===== config.mk =====
export PLATFORM = sky130hd
export DESIGN_NAME = dram_margin_seq
export DESIGN_NICKNAME = d
export VERILOG_FILES = /design/src/rtl/dram_margin_pkg.sv /design/src/rtl/dmt_pattern.sv /design/src/rtl/dmt_gap_timer.sv /design/src/rtl/dmt_err_acc.sv /design/src/rtl/dram_margin_seq.sv
export SDC_FILE = /design/constraint.sdc
export NUM_CORES = 1
export LEC_CHECK = 0
export CORE_MARGIN = 4
export CORE_UTILIZATION = 50
export CTS_CLUSTER_DIAMETER = 100
export DETAILED_ROUTE_END_ITERATION = 6
export HOLD_SLACK_MARGIN = 0.02
export PLACE_DENSITY = 0.87
export SYNTH_ARGS = -nofsm -noshare
export SYNTH_HDL_FRONTEND = slang
export SYNTH_HIERARCHICAL = 1
export SYNTH_SLANG_ARGS = --single-unit

===== constraint.sdc =====
create_clock -name clk -period 13.3 [get_ports clk]
set_clock_uncertainty 0.15 [all_clocks]
set_input_delay 1.33 -clock clk [delete_from_list [all_inputs] [get_ports clk]]
set_output_delay 1.33 -clock clk [all_outputs]
set_load 0.05 [all_outputs]

===== src/rtl/dram_margin_pkg.sv =====
package dram_margin_pkg;

  typedef enum logic [2:0] {
    CMD_NOP = 3'd0,
    CMD_ACT = 3'd1,
    CMD_RD  = 3'd2,
    CMD_WR  = 3'd3,
    CMD_PRE = 3'd4
  } cmd_e;

  typedef enum logic [4:0] {
    S_IDLE,
    S_WAIT,
    S_P_ACT,
    S_P_WR,
    S_P_PRE,
    S_A_ACT,
    S_A_RD,
    S_A_RW,
    S_A_RD2,
    S_A_RW2,
    S_C_ACTO,
    S_C_PRE,
    S_C_ACT,
    S_C_RD,
    S_C_RW,
    S_C_PRE2,
    S_C_ACT2,
    S_C_RD2,
    S_C_RW2,
    S_F_PRE,
    S_DONE
  } seq_state_e;

endpackage


===== src/rtl/dmt_pattern.sv =====
module dmt_pattern #(
  parameter int DW = 16
) (
  input  logic [1:0]    sel,
  input  logic          odd_col,
  output logic [DW-1:0] word
);
  localparam logic [DW-1:0] ALT = {(DW/2){2'b01}};

  always_comb begin
    case (sel)
      2'd0:    word = '0;
      2'd1:    word = '1;
      2'd2:    word = ALT;
      default: word = odd_col ? ~ALT : ALT;
    endcase
  end
endmodule


===== src/rtl/dmt_gap_timer.sv =====
module dmt_gap_timer #(
  parameter int W = 4
) (
  input  logic         clk,
  input  logic         rst_n,
  input  logic         load,
  input  logic [W-1:0] val,
  output logic         zero
);
  logic [W-1:0] cnt_q;

  always_ff @(posedge clk or negedge rst_n) begin
    if (!rst_n)               cnt_q <= '0;
    else if (load)            cnt_q <= val;
    else if (cnt_q != '0)     cnt_q <= cnt_q - W'(1);
  end

  assign zero = (cnt_q == '0);
endmodule


===== src/rtl/dmt_err_acc.sv =====
module dmt_err_acc #(
  parameter int DW    = 16,
  parameter int CNT_W = 8
) (
  input  logic             clk,
  input  logic             rst_n,
  input  logic             clr,
  input  logic             en,
  input  logic [DW-1:0]    rdata,
  input  logic [DW-1:0]    expect_w,
  output logic [CNT_W-1:0] cnt
);
  localparam int PW = $clog2(DW + 1);
  localparam int SW = (CNT_W > PW) ? CNT_W + 1 : PW + 1;
  localparam logic [SW-1:0] MAXV = SW'({CNT_W{1'b1}});

  function automatic logic [PW-1:0] popc(input logic [DW-1:0] v);
    logic [PW-1:0] s;
    s = '0;
    for (int i = 0; i < DW; i++) s = s + PW'(v[i]);
    return s;
  endfunction

  logic [SW-1:0] sum;
  assign sum = SW'(cnt) + SW'(popc(rdata ^ expect_w));

  always_ff @(posedge clk or negedge rst_n) begin
    if (!rst_n)    cnt <= '0;
    else if (clr)  cnt <= '0;
    else if (en)   cnt <= (sum > MAXV) ? MAXV[CNT_W-1:0] : sum[CNT_W-1:0];
  end


  no_wrap_chk: assert property (@(posedge clk) disable iff (!rst_n)
    !clr |=> cnt >= $past(cnt));


  clear_chk: assert property (@(posedge clk) disable iff (!rst_n)
    clr |=> cnt == '0);
endmodule


===== src/rtl/dram_margin_seq.sv =====
module dram_margin_seq
  import dram_margin_pkg::*;
#(
  parameter int BANK_W  = 2,
  parameter int ROW_W   = 8,
  parameter int COL_W   = 6,
  parameter int DW      = 16,
  parameter int DLY_W   = 4,
  parameter int CNT_W   = 8,
  parameter int NOM_DLY = 6,
  parameter int N_LINES = 4
) (
  input  logic              clk,
  input  logic              rst_n,
  input  logic              start,
  input  logic              test_mode,
  input  logic [BANK_W-1:0] cfg_bank,
  input  logic [ROW_W-1:0]  cfg_row,
  input  logic [ROW_W-1:0]  cfg_alt_row,
  input  logic [COL_W-1:0]  cfg_col,
  input  logic [1:0]        cfg_pattern,
  input  logic [DLY_W-1:0]  cfg_delay,
  output logic              busy,
  output logic              done,
  output logic [2:0]        cmd,
  output logic [BANK_W-1:0] cmd_bank,
  output logic [ROW_W-1:0]  cmd_row,
  output logic [COL_W-1:0]  cmd_col,
  output logic [DW-1:0]     wr_data,
  input  logic              rd_valid,
  output logic              rd_ready,
  input  logic [DW-1:0]     rd_data,
  output logic [CNT_W-1:0]  err_fast,
  output logic [CNT_W-1:0]  err_ref
);
  localparam int IDX_W = (N_LINES > 1) ? $clog2(N_LINES) : 1;
  localparam logic [DLY_W-1:0] NOM  = DLY_W'(NOM_DLY);
  localparam logic [DLY_W-1:0] ONE  = DLY_W'(1);
  localparam logic [IDX_W-1:0] LAST = IDX_W'(N_LINES - 1);

  seq_state_e state_q, ret_q, nxt, nxt_ret, tgt;
  logic [IDX_W-1:0]  idx_q, nxt_idx;
  logic              mode_q;
  logic [BANK_W-1:0] bank_q;
  logic [ROW_W-1:0]  row_q, alt_q;
  logic [COL_W-1:0]  col_q;
  logic [1:0]        pat_q;
  logic [DLY_W-1:0]  dly_q, gap, tmr_val;
  logic              tmr_load, tmr_zero, accept, xfer;
  logic [DW-1:0]     pat_word;

  assign accept = (state_q == S_IDLE) && start;
  assign xfer   = rd_valid && rd_ready;

  always_ff @(posedge clk or negedge rst_n) begin
    if (!rst_n) begin
      state_q <= S_IDLE;
      ret_q   <= S_IDLE;
      idx_q   <= '0;
      mode_q  <= 1'b0;
      bank_q  <= '0;
      row_q   <= '0;
      alt_q   <= '0;
      col_q   <= '0;
      pat_q   <= '0;
      dly_q   <= ONE;
    end else begin
      state_q <= nxt;
      ret_q   <= nxt_ret;
      idx_q   <= nxt_idx;
      if (accept) begin
        mode_q <= test_mode;
        bank_q <= cfg_bank;
        row_q  <= cfg_row;
        alt_q  <= cfg_alt_row;
        col_q  <= cfg_col;
        pat_q  <= cfg_pattern;
        dly_q  <= (cfg_delay == '0) ? ONE : cfg_delay;
      end
    end
  end

  // Next-state: each state names a target and the spacing to it;
  // spacings above one cycle pass through the shared wait state.
  always_comb begin
    tgt     = state_q;
    gap     = ONE;
    nxt_idx = idx_q;
    case (state_q)
      S_IDLE:   if (start) tgt = S_P_ACT;
      S_WAIT:   tgt = tmr_zero ? ret_q : S_WAIT;
      S_P_ACT:  begin tgt = S_P_WR; gap = NOM; end
      S_P_WR: begin
        if (idx_q == LAST) begin
          tgt = S_P_PRE; gap = NOM; nxt_idx = '0;
        end else begin
          nxt_idx = idx_q + IDX_W'(1);
        end
      end
      S_P_PRE:  begin tgt = mode_q ? S_C_ACTO : S_A_ACT; gap = NOM; end
      S_A_ACT:  begin tgt = S_A_RD; gap = dly_q; end
      S_A_RD:   tgt = S_A_RW;
      S_A_RW:   if (xfer) begin tgt = S_A_RD2; gap = NOM; end
      S_A_RD2:  tgt = S_A_RW2;
      S_A_RW2:  if (xfer) tgt = S_F_PRE;
      S_C_ACTO: begin tgt = S_C_PRE; gap = NOM; end
      S_C_PRE:  begin tgt = S_C_ACT; gap = dly_q; end
      S_C_ACT:  begin tgt = S_C_RD; gap = NOM; end
      S_C_RD:   tgt = S_C_RW;
      S_C_RW: begin
        if (xfer) begin
          if (idx_q == LAST) begin
            tgt = S_C_PRE2; gap = NOM; nxt_idx = '0;
          end else begin
            tgt = S_C_RD; nxt_idx = idx_q + IDX_W'(1);
          end
        end
      end
      S_C_PRE2: begin tgt = S_C_ACT2; gap = NOM; end
      S_C_ACT2: begin tgt = S_C_RD2; gap = NOM; end
      S_C_RD2:  tgt = S_C_RW2;
      S_C_RW2: begin
        if (xfer) begin
          if (idx_q == LAST) begin
            tgt = S_F_PRE; nxt_idx = '0;
          end else begin
            tgt = S_C_RD2; nxt_idx = idx_q + IDX_W'(1);
          end
        end
      end
      S_F_PRE:  begin tgt = S_DONE; gap = NOM; end
      S_DONE:   tgt = S_IDLE;
      default:  tgt = S_IDLE;
    endcase

    nxt      = tgt;
    nxt_ret  = ret_q;
    tmr_load = 1'b0;
    tmr_val  = '0;
    if (gap > ONE) begin
      nxt      = S_WAIT;
      nxt_ret  = tgt;
      tmr_load = 1'b1;
      tmr_val  = gap - DLY_W'(2);
    end
  end

  dmt_gap_timer #(.W(DLY_W)) u_timer (
    .clk   (clk),
    .rst_n (rst_n),
    .load  (tmr_load),
    .val   (tmr_val),
    .zero  (tmr_zero)
  );

  // Command outputs
  always_comb begin
    case (state_q)
      S_P_ACT, S_A_ACT, S_C_ACTO, S_C_ACT, S_C_ACT2: cmd = CMD_ACT;
      S_P_WR:                                        cmd = CMD_WR;
      S_A_RD, S_A_RD2, S_C_RD, S_C_RD2:              cmd = CMD_RD;
      S_P_PRE, S_C_PRE, S_C_PRE2, S_F_PRE:           cmd = CMD_PRE;
      default:                                       cmd = CMD_NOP;
    endcase
  end

  assign cmd_bank = bank_q;
  assign cmd_row  = (state_q == S_C_ACTO) ? alt_q : row_q;
  assign cmd_col  = col_q + COL_W'(idx_q);
  assign rd_ready = (state_q == S_A_RW) || (state_q == S_A_RW2) ||
                    (state_q == S_C_RW) || (state_q == S_C_RW2);
  assign busy     = (state_q != S_IDLE) && (state_q != S_DONE);
  assign done     = (state_q == S_DONE);

  dmt_pattern #(.DW(DW)) u_pat (
    .sel     (pat_q),
    .odd_col (cmd_col[0]),
    .word    (pat_word)
  );
  assign wr_data = pat_word;

  // Two error lanes: 0 = reduced-timing reads, 1 = full-timing reads
  logic [1:0]       lane_en;
  logic [CNT_W-1:0] lane_cnt [2];
  assign lane_en[0] = xfer && ((state_q == S_A_RW)  || (state_q == S_C_RW));
  assign lane_en[1] = xfer && ((state_q == S_A_RW2) || (state_q == S_C_RW2));

  for (genvar g = 0; g < 2; g++) begin : g_lane
    dmt_err_acc #(.DW(DW), .CNT_W(CNT_W)) u_acc (
      .clk      (clk),
      .rst_n    (rst_n),
      .clr      (accept),
      .en       (lane_en[g]),
      .rdata    (rd_data),
      .expect_w (pat_word),
      .cnt      (lane_cnt[g])
    );
  end

  assign err_fast = lane_cnt[0];
  assign err_ref  = lane_cnt[1];


  done_pulse_chk: assert property (@(posedge clk) disable iff (!rst_n)
    done |=> !done);


  start_busy_chk: assert property (@(posedge clk) disable iff (!rst_n)
    accept |=> busy);


  cfg_hold_chk: assert property (@(posedge clk) disable iff (!rst_n)
    busy |=> ($stable(bank_q) && $stable(row_q) && $stable(dly_q)));


  rd_quiet_chk: assert property (@(posedge clk) disable iff (!rst_n)
    rd_ready |-> cmd == CMD_NOP);


  rd_hold_chk: assert property (@(posedge clk) disable iff (!rst_n)
    (rd_ready && !rd_valid) |=> rd_ready);
endmodule


After elaboration in Yosys (flattened, before gate mapping):

Memory sizes are Yosys's and may differ from the RTL's.
Index checks and enable logic that the tools add are counted.

* reduce and logical (&&, ||, !) cells: 24
* add/subtract/negate cells: 21
* mux-type cells: 33
* $lt $le $gt $ge: 3
* bitwise operators: 1
* equal/unequal tests: 25

Operator list (count)
* 5-bit case mux with 20 select lines: 1
* 5-bit by 1-bit adder with 5-bit output: 14
* 8-bit two-way mux: 7
* 16-bit case mux with 3 select lines: 1
* 5-bit by 4-bit == test with 1-bit output, second input constant: 8
* 5-bit two-way mux: 8
* 5-bit == test, second input constant: 5
* 4-bit two-way mux: 6
* 5-bit by 3-bit == test with 1-bit output, second input constant: 4
* 4-bit case mux with 5 select lines: 1
* 8-bit by 5-bit adder with 9-bit output: 2
* 9-bit by 8-bit > comparator with 1-bit output, second input constant: 2
* 16-bit two-way mux: 1
* 16-bit XOR: 1
* 5-bit by 2-bit == test with 1-bit output, second input constant: 2
* 4-bit zero test: 2
* 2-bit two-way mux: 4
* 2-bit nonzero test: 4
* 7-bit OR reduction: 1
* 6-bit by 2-bit adder with 6-bit output: 1
* 3-bit two-way mux: 2
* 5-bit by 1-bit == test with 1-bit output, second input constant: 1
* 1-bit logical AND: 5
* 5-bit zero test: 1
* other kinds (17): 23

* ROM bits: 96
* input bits: 51
* memories kept: 1
* bits in registers: 63
* output and inout bits: 54

Memories
* (name not given): words 32, width 3, read ports 1, clocked after memory_dff 0, write ports 0, line dram_margin_seq.sv:158 `case (state_q)`

Logic depth before layout (Yosys ltp):

* depth in word-level cells: 24
* depth in mapped cells: 20

Cells and area by module:

The synthesis kept the hierarchy.

Modules (own cells, without submodules)
* dram_margin_seq: cells an instance 336, instances 1, sequential area each 1077.3 µm², area each 2781.4 µm²
* dmt_err_acc at g_lane[1].u_acc: cells an instance 106, instances 1, sequential area each 200.2 µm², area each 1066.0 µm²
* dmt_err_acc at g_lane[0].u_acc: cells an instance 107, instances 1, sequential area each 200.2 µm², area each 1026.0 µm²
* dmt_gap_timer: cells an instance 22, instances 1, sequential area each 100.1 µm², area each 234.0 µm²
* dmt_pattern: cells an instance 19, instances 1, sequential area each 0.0 µm², area each 158.9 µm²

Worst setup path after synthesis:

No wires, ideal clock.

* path type: register to register
* from: register idx_q[0]
* to: register g_lane[0].u_acc.cnt[5]
* arrival: 6156 ps
* setup slack: 6860 ps
* cell stages (with the launch flop): 18
* path through: dfrtp_1 ha_1 mux2i_1 xnor2_1 fa_1 inv_1 fa_1 fa_1 inv_1 fa_1 fa_1 inv_1 fa_1 a211oi_1 o21a_1 o21ai_1 o21ai_0 a21oi_1

* longest elaborated chain between the ends: 24

RTL lines
* start, declared: line dram_margin_seq.sv:42 `logic [IDX_W-1:0] idx_q, nxt_idx;`
* start signal, assigned: line dram_margin_seq.sv:70 `idx_q <= nxt_idx;`
* 6-bit by 2-bit adder with 6-bit output (*): line dram_margin_seq.sv:169 `assign cmd_col = col_q + COL_W'(idx_q);`
* via cmd_col[0]: line dram_margin_seq.sv:28 `output logic [COL_W-1:0] cmd_col,`
* 16-bit two-way mux (*): line dmt_pattern.sv:15 `default: word = odd_col ? ~ALT : ALT;`
* 16-bit case mux with 3 select lines (*): line dmt_pattern.sv:11 `case (sel)`
* via wr_data[0]: line dram_margin_seq.sv:29 `output logic [DW-1:0] wr_data,`
* 16-bit XOR (*): line dmt_err_acc.sv:25 `assign sum = SW'(cnt) + SW'(popc(rdata ^ expect_w));`
* 1-bit by 1-bit adder with 2-bit output (*): line dmt_err_acc.sv:20 `for (int i = 0; i < DW; i++) s = s + PW'(v[i]);`
* 5-bit by 1-bit adder with 5-bit output (*) (14 in a row): line dmt_err_acc.sv:20
* 8-bit by 5-bit adder with 9-bit output (*): line dmt_err_acc.sv:25
* 9-bit by 8-bit > comparator with 1-bit output: line dmt_err_acc.sv:30 `else if (en) cnt <= (sum > MAXV) ? MAXV[CNT_W-1:0] : sum[CNT_W-1:0];`
* 8-bit two-way mux (*) (2 in a row): line dmt_err_acc.sv:30
* 8-bit two-way mux (*): line dmt_err_acc.sv:29 `else if (clr) cnt <= '0;`
* end signal, assigned: line dmt_err_acc.sv:30
* end, declared: line dmt_err_acc.sv:11 `output logic [CNT_W-1:0] cnt`

Mark *: on every way through the listed nets, which the timed path passes. The rest lies on a longest branch. The select of a mux whose other input is x is not followed.
A chain may end at the register's enable or synchronous reset.

Final worst setup path:

* from: input rd_data[0]
* to: register g_lane[0].u_acc.cnt[5]

* longest elaborated chain between the ends: 21

RTL lines
* start, declared: line dram_margin_seq.sv:32 `input logic [DW-1:0] rd_data,`
* 16-bit XOR (*): line dmt_err_acc.sv:25
* 1-bit by 1-bit adder with 2-bit output (*): line dmt_err_acc.sv:20
* 5-bit by 1-bit adder with 5-bit output (*) (14 in a row): line dmt_err_acc.sv:20
* 8-bit by 5-bit adder with 9-bit output (*): line dmt_err_acc.sv:25
* 9-bit by 8-bit > comparator with 1-bit output: line dmt_err_acc.sv:30
* 8-bit two-way mux (*) (2 in a row): line dmt_err_acc.sv:30
* 8-bit two-way mux (*): line dmt_err_acc.sv:29

Mark *: on every way between the ends. The rest lies on a longest branch, timed or not. The select of a mux whose other input is x is not followed.

==> impl_metrics.ini <==
[detailed_routing]
via_per_inst = 5.43
firstDrtPassIters = 5
wl_per_cell_um = 15.4
wl_um = 12400
final_antenna_net_count = 0
drc_errors = 0
vias = 4394
drt-initial-drc-count = 230

[floorplanning]
dieArea_sq_um = 12200
chipHeight_um = 111
rows = 37
ios = 105
core_sq_um = 10300
die_w_um = 111
start_util = 0.512

[global_routing]
antenna_found_initial = 0
grt_pass1_wl_um = 21500
grt_pass1_vias = 4593
grt_overflow = 0
grt_max_degree = 64
grt_usage = 0.208

[sta]
holdWs_ns = 0.323
fin_tns_setup_ns = 0
drv_slew = 0
max_freq_ghz = 0.173
fin_crit_sh = 0.434
setup_viol = 0
hold_viol = 0
fin_ws_ns = 7.52
worst_pin_slew_ns = 1.08
period_minus_slack_ns = 5.78
slew_headroom = 0.282
grt_setup_unrepaired = false

[min_path]
hold_path.startpoint = row_q[0]$_DFFE_PN0P_
hold_class = register to register
whs_path_depth = 2
hold_end = row_q[0]$_DFFE_PN0P_

[logic_synthesis]
ys_types = 67
synth-async-reset-ratio = 1.00
ys_seq_area_frac = 0.300
ys.flop_type = dfrtp_1
syn_area_per_cell_sq_um = 8.93
yosys_warnings = 6
ys_seq_elements = 63
syn_nets = 689
syn_inst = 590
synth_edf_count = 0
netlist_area_sq_um = 5270

[setup_path]
cpPeakStageDelay_ns = 0.56
required_ns = 13.36
crit_path_end_kind = register
crit_path_frequent_cell = fa_1
rr_worst_depth = 18
rr_startpoint = idx_q[0]$_DFFE_PN0P_
crit_type = primary input to register
path_buf_inv = 4
worst_r2r_endpoint = g_lane[0].u_acc/cnt[5]$_DFFE_PN0P_
slowest_stage = fa_1
cp.arrival_ns = 5.84
start_kind = primary input
cp_cell_sequence = clkdlybuf4s50_1 -> xnor2_1 -> fa_1 -> inv_1 -> fa_1 -> fa_1 -> inv_1 -> fa_1 -> fa_1 -> inv_1 -> fa_1 -> a211oi_1 -> o21a_1 -> o21ai_1 -> o21ai_0 -> a21oi_1
worst-path-max-fanout = 3
r2r_setup_slack_ns = 7.73
path_delay_family = adder cells

[place]
place.gp.congestion = 0.894
place_ws_ns = 7.13
port_buffers = 104
dp_hpwl_um = 9310

[cts]
ctsHoldBuffers = 0
cts-buffers-inserted = 9
cts_sinks = 63
cts_root_buf = clkbuf_8
clkSlewWorstSetupHoldPaths_ns = 0.08
cts_buffer_depth = 2
cts_setup_buffers = 0
ctsResizeCount = 0
cts_tree = built
worstSkewPairLatency_ns = 0.34
htreeDepth = 3

[final_layout]
area_growth_pct = 22.2
num-nets-final = 767
fin_util = 0.626
drive_gt1_frac = 0.0921
n_antenna_cell = 0

[status]
status = completed

[flow_run]
cap_violations = 0
cell families (layout without fill, tap and decap cells):
logic type / count (synthesis) / in the layout / share of synthesized area
flip-flops: 63 / 63 / 0.300
buffers and inverters: 95 / 178 / 0.0872
AO/OA/AOI/OAI: 111 / 111 / 0.146
adder cells (fa/ha/maj): 48 / 48 / 0.150
XOR/XNOR: 47 / 47 / 0.0782
multiplexers: 23 / 23 / 0.0482
AND/OR/NAND/NOR: 203 / 203 / 0.191
registers in the layout, summed over array words and instances, names as in the netlist:
name,cells
alt_q,8
cmd_bank,2
col_q,6
dly_q,4
g_lane.u_acc/cnt,16
idx_q,2
mode_q,1
pat_q,2
ret_q,5
row_q,8
state_q,5
u_timer/cnt_q,4
cell usage after synthesis (4+ instances only):
| library cell | count | area [sq um] |
|---|---|---|
| nand3b_1 | 7 | 52.6 |
| ha_1 | 23 | 288 |
| o21ai_0 | 17 | 85.1 |
| nor2_1 | 26 | 97.6 |
| xnor2_1 | 30 | 263 |
| o211ai_1 | 4 | 30.0 |
| o22ai_1 | 7 | 43.8 |
| and3_1 | 5 | 31.3 |
| xor2_1 | 17 | 149 |
| a211oi_1 | 8 | 60.1 |
| inv_1 | 51 | 191 |
| nand3_1 | 11 | 55.1 |
| mux2_2 | 15 | 169 |
| nand4_1 | 4 | 25.0 |
| nor2b_1 | 12 | 75.1 |
| o21a_1 | 5 | 37.5 |
| fa_1 | 25 | 500 |
| mux2i_1 | 7 | 70.1 |
| a21oi_1 | 25 | 125 |
| a211oi_2 | 8 | 100 |
| nand2_1 | 97 | 364 |
| o21ai_1 | 5 | 25.0 |
| buf_4 | 18 | 135 |
| buf_2 | 16 | 80.1 |
| nor3_1 | 6 | 30.0 |
| dfrtp_1 | 62 | 1550 |
| nand2b_1 | 11 | 68.8 |
| clkbuf_1 | 5 | 18.8 |
| a21o_1 | 4 | 30.0 |
| a31oi_1 | 4 | 25.0 |
layer usage:
layer  vias to the layer above  share of wire  GRT usage  wire, um
met5                         -              0          0         0
met4                         0          0.017     0.0542       206
met3                        21          0.062     0.0548       775
met2                       147           0.51      0.355      6340
met1                      2107           0.41      0.261      5110
li1                       2119              -          -         -
worst max-delay path by stage:
stage / startpoint / slack [ns] / depth (start not counted) / to
3_3_place_gp: rd_data[0] / 7.28 / 16 / g_lane[0].u_acc/cnt[5]$_DFFE_PN0P_
4_1_cts: rd_data[0] / 7.50 / 16 / g_lane[0].u_acc/cnt[5]$_DFFE_PN0P_
6_report: rd_data[0] / 7.52 / 16 / g_lane[0].u_acc/cnt[5]$_DFFE_PN0P_
5_1_grt: rd_data[0] / 7.30 / 16 / g_lane[0].u_acc/cnt[5]$_DFFE_PN0P_
2_1_floorplan: idx_q[0]$_DFFE_PN0P_ / 6.86 / 17 / g_lane[0].u_acc/cnt[5]$_DFFE_PN0P_
3_5_place_dp: rd_data[0] / 7.13 / 16 / g_lane[0].u_acc/cnt[5]$_DFFE_PN0P_
worst register-to-register path: stages (launching register included):
cell	delay, ns
dfrtp_1	0.42
ha_1	0.36
mux2i_2	0.16
buf_4	0.33
xnor2_1	0.17
fa_1	0.55
inv_1	0.05
fa_1	0.50
fa_1	0.56
inv_1	0.06
fa_1	0.56
fa_1	0.18
inv_1	0.06
fa_1	0.42
a211oi_1	0.37
o21a_1	0.20
o21ai_1	0.10
o21ai_0	0.17
a21oi_1	0.08
stage by stage:
| stage | std cells | area [sq um] |
|---|---|---|
| floorplan | 590 | 5270 |
| global placement | 793 | 6260 |
| detailed placement | 793 | 6260 |
| CTS | 809 | 6430 |
| global route | 809 | 6430 |
| finish | 809 | 6430 |
layout make-up:
| type | instances | area [sq um] |
|---|---|---|
| repair buffers | 111 | 1090 |
| multi-input cells | 432 | 3230 |
| clock inverters | 6 | 45.0 |
| clock buffers | 10 | 128 |
| flip-flops and latches | 63 | 1580 |
| fillers | 879 | 3840 |
| inverters | 51 | 191 |
| well taps | 136 | 170 |
layout by cell type (no fill, tap or decap), types with 3 or more instances in the layout:
cell type,Yosys,final
a211oi_1,8,8
a211oi_2,8,8
a21o_1,4,4
a21oi_1,25,25
a31oi_1,4,4
and2_1,3,3
and3_1,5,5
buf_4,18,7
clkbuf_8,0,9
clkdlybuf4s50_1,0,103
clkinv_4,0,3
dfrtp_1,62,62
fa_1,25,25
ha_1,23,23
inv_1,51,51
mux2_2,15,15
mux2i_1,7,6
nand2_1,97,97
nand2b_1,11,11
nand3_1,11,11
nand3b_1,7,7
nand4_1,4,4
nor2_1,26,26
nor2b_1,12,12
nor3_1,6,6
o211ai_1,4,4
o21a_1,5,5
o21ai_0,17,17
o21ai_1,5,5
o21bai_1,3,3
o22ai_1,7,7
or3b_1,3,3
xnor2_1,30,30
xor2_1,17,17
Power is not shown: default switching activity piles up to over one toggle a cycle in this logic, so the estimate is an artifact.
